<file path="config.mk">
export PLATFORM = sky130hd
export DESIGN_NAME = vmix_mixer
export DESIGN_NICKNAME = d
export VERILOG_FILES = /design/src/rtl/vmix_pkg.sv /design/src/rtl/vmix_seq.sv /design/src/rtl/vmix_lut.sv /design/src/rtl/vmix_out.sv /design/src/rtl/vmix_mixer.sv
export SDC_FILE = /design/constraint.sdc
export NUM_CORES = 1
export LEC_CHECK = 0
export BUFFER_PORTS_ARGS = -buffer_cell sky130_fd_sc_hd__buf_2
export CAP_MARGIN = 20
export CORE_UTILIZATION = 56
export DETAILED_ROUTE_END_ITERATION = 7
export PLACE_DENSITY = 0.87
export REMOVE_ABC_BUFFERS = 1
export SLEW_MARGIN = 20
export SYNTH_ARGS = -nofsm -noshare
export SYNTH_HDL_FRONTEND = slang
export SYNTH_SLANG_ARGS = --single-unit
</file>
<file path="constraint.sdc">
create_clock -name clk -period 3.9 [get_ports clk]
set_clock_uncertainty 0.2 [all_clocks]
set_input_delay 0.39 -clock clk [delete_from_list [all_inputs] [get_ports clk]]
set_output_delay 0.39 -clock clk [all_outputs]
set_load 0.05 [all_outputs]
</file>
<file path="src/rtl/vmix_pkg.sv">
package vmix_pkg;
  localparam int CODE_W = 4;
  localparam int LVL_W  = 8;
  localparam int NCURVE = 4;

  typedef logic [CODE_W-1:0] code_t;
  typedef logic [LVL_W-1:0]  level_t;

  // Level for an amplitude code on one of the compression curves.
  function automatic level_t curve_level(input int comp, input code_t code);
    level_t t [16];
    case (comp)
      1:       t = '{8'd0, 8'd11, 8'd14, 8'd17, 8'd22, 8'd27, 8'd34, 8'd43,
                     8'd53, 8'd67, 8'd83, 8'd104, 8'd130, 8'd163, 8'd204, 8'd255};
      2:       t = '{8'd0, 8'd24, 8'd29, 8'd34, 8'd40, 8'd48, 8'd57, 8'd67,
                     8'd79, 8'd93, 8'd110, 8'd131, 8'd154, 8'd182, 8'd216, 8'd255};
      3:       t = '{8'd0, 8'd60, 8'd67, 8'd74, 8'd82, 8'd91, 8'd101, 8'd112,
                     8'd124, 8'd138, 8'd152, 8'd169, 8'd187, 8'd208, 8'd230, 8'd255};
      default: t = '{8'd0, 8'd2, 8'd3, 8'd5, 8'd6, 8'd9, 8'd13, 8'd18,
                     8'd24, 8'd34, 8'd48, 8'd67, 8'd93, 8'd131, 8'd182, 8'd255};
    endcase
    return t[code];
  endfunction
endpackage

</file>
<file path="src/rtl/vmix_seq.sv">
// Sweep sequencer: latches a code set and steps the shared table address.
module vmix_seq #(
  parameter int NCH    = 3,
  parameter int CODE_W = 4,
  localparam int STG_W = $clog2(NCH + 1)
) (
  input  logic                         clk,
  input  logic                         rst_n,
  input  logic                         clk_en,
  input  logic                         in_valid,
  input  logic [NCH-1:0][CODE_W-1:0]   codes_in,
  output logic                         in_ready,
  output logic [STG_W-1:0]             stage,
  output logic [CODE_W-1:0]            sel_code
);
  logic [NCH-1:0][CODE_W-1:0] codes_q;

  assign in_ready = (stage == '0);

  always_ff @(posedge clk or negedge rst_n) begin
    if (!rst_n) begin
      stage   <= '0;
      codes_q <= '0;
    end else if (clk_en) begin
      if (stage == '0) begin
        if (in_valid) begin
          codes_q <= codes_in;
          stage   <= STG_W'(1);
        end
      end else if (stage == STG_W'(NCH)) begin
        stage <= '0;
      end else begin
        stage <= stage + STG_W'(1);
      end
    end
  end

  // Stage k (1..NCH) points the table at channel k-1.
  always_comb begin
    sel_code = '0;
    for (int k = 0; k < NCH; k++) begin
      if (stage == STG_W'(k + 1)) sel_code = codes_q[k];
    end
  end
endmodule

</file>
<file path="src/rtl/vmix_lut.sv">
// Shared volume table with a registered read; reloads on every clock.
module vmix_lut
  import vmix_pkg::*;
#(
  parameter int COMP = 0
) (
  input  logic   clk,
  input  logic   rst_n,
  input  code_t  code,
  output level_t level_q
);
  generate
    if (COMP >= 0 && COMP < NCURVE) begin : g_curve
      always_ff @(posedge clk or negedge rst_n) begin
        if (!rst_n) level_q <= '0;
        else        level_q <= curve_level(COMP, code);
      end
    end else begin : g_fallback
      always_ff @(posedge clk or negedge rst_n) begin
        if (!rst_n) level_q <= '0;
        else        level_q <= curve_level(0, code);
      end
    end
  endgenerate
endmodule

</file>
<file path="src/rtl/vmix_out.sv">
// Channel output registers and the sweep-aligned sum.
module vmix_out #(
  parameter int NCH   = 3,
  parameter int LVL_W = 8,
  parameter int STG_W = 2,
  localparam int SUM_W = LVL_W + $clog2(NCH)
) (
  input  logic                       clk,
  input  logic                       rst_n,
  input  logic                       clk_en,
  input  logic [STG_W-1:0]           stage,
  input  logic [LVL_W-1:0]           lut_q,
  output logic [NCH-1:0][LVL_W-1:0]  levels,
  output logic [SUM_W-1:0]           mix
);
  logic [LVL_W-1:0] lvl_r [NCH];
  logic [SUM_W-1:0] acc;

  for (genvar k = 0; k < NCH; k++) begin : g_ch
    always_ff @(posedge clk or negedge rst_n) begin
      if (!rst_n)                                    lvl_r[k] <= '0;
      else if (clk_en && stage == STG_W'(k + 1))     lvl_r[k] <= lut_q;
    end
    assign levels[k] = lvl_r[k];
  end

  // Last channel comes straight from the table so the sum uses one sweep.
  always_comb begin
    acc = SUM_W'(lut_q);
    for (int k = 0; k < NCH - 1; k++) acc = acc + SUM_W'(lvl_r[k]);
  end

  always_ff @(posedge clk or negedge rst_n) begin
    if (!rst_n)                                  mix <= '0;
    else if (clk_en && stage == STG_W'(NCH))     mix <= acc;
  end
endmodule

</file>
<file path="src/rtl/vmix_mixer.sv">
module vmix_mixer
  import vmix_pkg::*;
#(
  parameter int COMP = 0
) (
  input  logic        rst_n,
  input  logic        clk,
  input  logic        clk_en,
  input  logic        in_valid,
  output logic        in_ready,
  input  logic [3:0]  code_a,
  input  logic [3:0]  code_b,
  input  logic [3:0]  code_c,
  output logic [7:0]  lvl_a,
  output logic [7:0]  lvl_b,
  output logic [7:0]  lvl_c,
  output logic [9:0]  mix
);
  localparam int NCH   = 3;
  localparam int STG_W = $clog2(NCH + 1);
  localparam int SUM_W = LVL_W + $clog2(NCH);

  logic [NCH-1:0][CODE_W-1:0] codes;
  logic [NCH-1:0][LVL_W-1:0]  levels;
  logic [STG_W-1:0]           stage;
  code_t                      sel_code;
  level_t                     lut_q;
  logic [SUM_W-1:0]           mix_w;

  assign codes = {code_c, code_b, code_a};

  vmix_seq #(.NCH(NCH), .CODE_W(CODE_W)) u_seq (
    .clk(clk), .rst_n(rst_n), .clk_en(clk_en), .in_valid(in_valid),
    .codes_in(codes), .in_ready(in_ready), .stage(stage), .sel_code(sel_code)
  );

  vmix_lut #(.COMP(COMP)) u_lut (
    .clk(clk), .rst_n(rst_n), .code(sel_code), .level_q(lut_q)
  );

  vmix_out #(.NCH(NCH), .LVL_W(LVL_W), .STG_W(STG_W)) u_out (
    .clk(clk), .rst_n(rst_n), .clk_en(clk_en), .stage(stage),
    .lut_q(lut_q), .levels(levels), .mix(mix_w)
  );

  assign lvl_a = levels[0];
  assign lvl_b = levels[1];
  assign lvl_c = levels[2];
  assign mix   = mix_w;
endmodule

</file>
==> metrics.txt, run 1 <==
clock slew at reported path FFs=0.10 ns; Synth Flop Type=dfrtp_1; maxcap violations=0; cells resized by post-CTS repair=0; Setup crit end kind=register; crit path cell chain=ha_1 -> inv_1 -> fa_1 -> and2b_1 -> o2111ai_1 -> nand2_1 -> nor2_1 -> xnor2_1 -> ha_1 -> or2_1 -> a21o_1 -> o41ai_1 -> nor3_1 -> o31ai_2; most common cell in the netlist=dfrtp_1; Seq/Total Area, Yosys=0.461; DRT antenna net count=0; CP required=3.92 ns; crit-path max FO=4; Overall Global Routing Usage=0.217; GPL Wtd Cong=0.803; Max Slew Vio Count=0; Core Area=0.00517 mm^2; # port buffers=50; Pre-antenna DRT Iters=4; share of layout cells above drive strength 1=0.331; Hold Path Class=in2reg; Synth top area share=0.461; Post-synth EDFFs=0; CP top delay family=adder cells; Area growth, synth to finish=13.2%; post-synthesis cell area=0.00304 mm^2; top post-synthesis cells by count=dfrtp_1, mux2_2, ha_1; Async S/R FF share, synth=1.00; global route total overflow=0; Worst Path Buf+Inv=1; Final Setup Violations=0; Hold Vio Cnt, Final=0; dominant cell type by area after synthesis=dfrtp_1; hold_buf cts=1; Starting Density=0.588; CP max stage delay=0.41 ns; die extent in x=75.7 um; Mapped Cells=261; crit path kind=reg2reg; largest net degree at the start of global routing=40; number of library cell types mapped by synthesis=47; worst slew pin tran=0.947 ns; arrival time at the worst endpoint=3.24 ns; dpl hpwl=4340 um; CTS tree=built; Final Critical Period=3.21 ns; most common cell type on the critical path=ha_1; relative slew slack=0.367; Routed WL per cell=14.8 um; FF+latch area=0.00140 mm^2; I/O pin count=51; top post-synthesis cells by area=dfrtp_1, mux2_2, ha_1, nand2_1, xnor2_1; drc violations=0; Synth warnings=0; first-pass GRT wire length=9150 um; Setup Fix Bufs, Post-CTS=0; via count=2128; syn_area_per_cell=11.6 um^2; nets=356; Ant. Diodes=0; Fmax=0.311 GHz; worst skew pair latency=0.32 ns; area of the multi-input gates=0.00156 mm^2; RSZ-0062 raised after global routing=false; clk buf depth=2; Fillers=400; via/cell ratio=5.54; Vert. Die Dim=75.7 um; CTS Sinks=56; Row Count=26; vias in the first global route=2088; CP max-delay cell=dfrtp_1; status=finished clean; setup TNS=0 ns; Die Area=0.00573 mm^2; Final period util=0.824; CTS Buf Count=5; synthesis-stage register bit count=56; Post-Route WL=5680 um; critical path startpoint category=register; DRT iter0 DRCs=48; Root Driver=clkbuf_8; htree depth=2; initial antenna violation count=0
-- routing by layer --
layer / track usage / part of all wire
met2: 0.404 / 0.54
met1: 0.243 / 0.41
met4: 0.0720 / 0.014
met5: 0 / 0
met3: 0.0516 / 0.036
-- registers in the layout, summed over array words and instances, names as in the netlist --
name           count
u_lut.level_q      8
u_seq.stage        2
u_out.mix         10
u_out.levels      24
u_seq.codes_q     12
-- per-stage QoR --
stage	utilization	setup slack (ns)	cells	cell area (um^2)	hold slack, ns
floorplan	-	0.675	254	2990	-0.106
global placement	0.646	0.902	375	3340	0.135
detailed placement	0.646	0.772	375	3340	0.138
CTS	0.665	0.716	384	3440	0.0948
global route	0.665	0.480	384	3440	0.0826
finish	0.665	0.686	384	3440	0.0943
-- layout make-up --
type	instances	area share
sequential	56	0.407
clock inverter	3	0.00655
inverter	10	0.0109
timing repair buffer	52	0.0778
multi-input combinational	188	0.452
tap	70	0.0255
clock buffer	5	0.0200
-- kinds of logic after synthesis --
| logic type | synth area share |
|---|---|
| xor+xnor | 0.0288 |
| simple gates | 0.0902 |
| buf+inv | 0.0272 |
| flops | 0.461 |
| compound gates | 0.140 |
| mux | 0.137 |
| fa+ha+maj | 0.116 |
-- cells in the final DEF (no fill, tap or decap), drive strengths merged, types with 4 or more instances in the layout --
cell type  instances
dfrtp             56
buf               51
mux2              36
ha                25
nand2             20
o21ai             16
nor2              14
inv               11
a21oi              8
xnor2              7
nor3               5
clkbuf             5
and2               4
a21o               4
o21a               4
-- final timing paths --
| kind | startpoint | endpoint | slack [ns] | depth (start not counted) |
|---|---|---|---|---|
| setup / recovery | u_lut.level_q[0] | u_out.mix[8] | 0.69 | 14 |
| hold / removal | code_c[1] | u_seq.codes_q[9] | 0.09 | 2 |
| setup reg to reg | u_lut.level_q[0] | u_out.mix[8] | 0.69 | 14 |
| hold reg to reg | u_out.mix[6] | u_out.mix[6] | 0.28 | 2 |
| max in group asynchronous | rst_n | u_lut.level_q[1] | 2.37 | 3 |
| min in group asynchronous | rst_n | u_out.levels[17] | 0.32 | 2 |
Power of run 1 is left out: the tool's default activity adds up to more than one toggle a clock period on the data nets, which glitch-free logic cannot reach.
==> run 2: changes to the inputs <==
==> constraint.sdc (replaced) <==
create_clock -name clk -period 3 [get_ports clk]
set_clock_uncertainty 0.2 [all_clocks]
set_input_delay 0.3 -clock clk [delete_from_list [all_inputs] [get_ports clk]]
set_output_delay 0.3 -clock clk [all_outputs]
set_load 0.05 [all_outputs]
==> metrics.txt, run 2 (synthesis results as in run 1) <==
Root Driver=clkbuf_8; CTS Sinks=56; crit path kind=reg2reg; drc violations=0; Max Slew Vio Count=0; crit-path max FO=3; Cells after DPL=379; # port buffers=50; Die Area=0.00573 mm^2; fin worst setup slack=-0.0710 ns; GPL Wtd Cong=0.821; CP max stage delay=0.38 ns; Hold Vio Cnt, Final=0; Area growth, synth to finish=18.2%; CP max-delay cell=dfrtp_1; htree depth=2; Final Critical Period=3.07 ns; Setup crit end kind=register; Fmax=0.326 GHz; Final Util=0.694; critical path startpoint category=register; CTS tree=built; via/cell ratio=5.79; nets=364; RSZ-0062 raised after global routing=true; via count=2269; failing checks=negative setup slack; vias in the first global route=2156; CP required=3.03 ns; die extent in x=75.7 um; first-pass GRT wire length=9610 um; worst slew pin tran=0.581 ns; commonest non-fill, non-tap cells in the layout=dfrtp_1, buf_2, mux2_2, ha_1, nand2_1; status=finished with violations; largest net degree at the start of global routing=41; global route total overflow=0; DRT antenna net count=0; clk buf depth=2; Hold Path Class=in2reg; final instance area=0.00359 mm^2; Overall Global Routing Usage=0.230; Post-Route WL=6110 um; CTS Buf Count=5; DRT iter0 DRCs=86; worst skew pair latency=0.31 ns; dpl cell area=0.00337 mm^2; maxcap violations=0; dpl hpwl=4250 um; initial antenna violation count=0; Routed WL per cell=15.6 um; Ant. Diodes=0; Core Area=0.00517 mm^2; crit path cell chain=ha_2 -> inv_2 -> fa_2 -> and2b_2 -> o2111ai_2 -> nand2_1 -> nor2_2 -> xnor2_1 -> ha_1 -> or2_1 -> a21o_1 -> o41ai_2 -> nor3_1 -> o31ai_2; Starting Density=0.588; I/O pin count=51; max FFs per register=24; relative slew slack=0.613; Final period util=1.02; Row Count=26; Pre-antenna DRT Iters=4; clock slew at reported path FFs=0.09 ns; Final Setup Violations=2; Final Non-Filler Cells=392; dpl ws=-0.0805 ns; arrival time at the worst endpoint=3.10 ns; most common cell after layout, fill and taps aside=dfrtp_1; Vert. Die Dim=75.7 um; share of layout cells above drive strength 1=0.394
[run 2: through the flow]
| stage | setup TNS (ns) | hold WS, ns |
|---|---|---|
| CTS | -0.0288 | 0.00658 |
| floorplan | -0.464 | -0.196 |
| finish | -0.117 | 0.0137 |
| global route | -0.518 | 0.00400 |
| global placement | 0 | 0.0258 |
| detailed placement | -0.0805 | 0.0306 |
[run 2: per-layer routing]
metal	wire, um	up-vias	global-route usage
li1	-	1057	-
met1	2330	1114	0.265
met2	3290	80	0.420
met3	322	18	0.0450
met4	174	0	0.0967
met5	0	-	0
[run 2: layout make-up]
cell class	count	area, um^2
fillers	370	1580
inverters	10	37.5
well taps	70	87.6
multi-input cells	188	1610
repair buffers	60	328
flip-flops and latches	56	1400
clock buffers	7	96.3
clock inverters	1	30.0
[run 2: worst paths after layout]
check                                     start                to  slack, ns  depth (start not counted)
worst max-delay path            u_out.levels[0]      u_out.mix[8]      -0.07                         14
worst min-delay path                  code_b[2]  u_seq.codes_q[6]       0.01                          2
worst max register to register  u_out.levels[0]      u_out.mix[8]      -0.07                         14
worst min register to register     u_out.mix[2]      u_out.mix[2]       0.28                          2
max in group asynchronous                 rst_n  u_out.levels[23]       1.55                          3
min in group asynchronous                 rst_n  u_out.levels[19]       0.23                          2
[run 2: what timing repair did]
| action | in CTS | in global routing |
|---|---|---|
| endpoints found under the hold margin | 16 | 0 |
| hold buffers | 1 | 0 |
| endpoints found under the setup margin | 1 | 4 |
| buffers inserted | 3 | 1 |
| pin swaps | 6 | 4 |
| resized for setup | 6 | 10 |
[run 2: worst max-delay path: cells and delay by family, from the launching register on]
family                   cells  cell delay, ns
adder cells (fa/ha/maj)      3            0.81
AND/OR/NAND/NOR              5            0.79
buffers and inverters        1            0.04
flip-flops                   1            0.38
XOR/XNOR                     1            0.16
AO/OA/AOI/OAI                4            0.61
Power of run 2 is left out for the same reason.
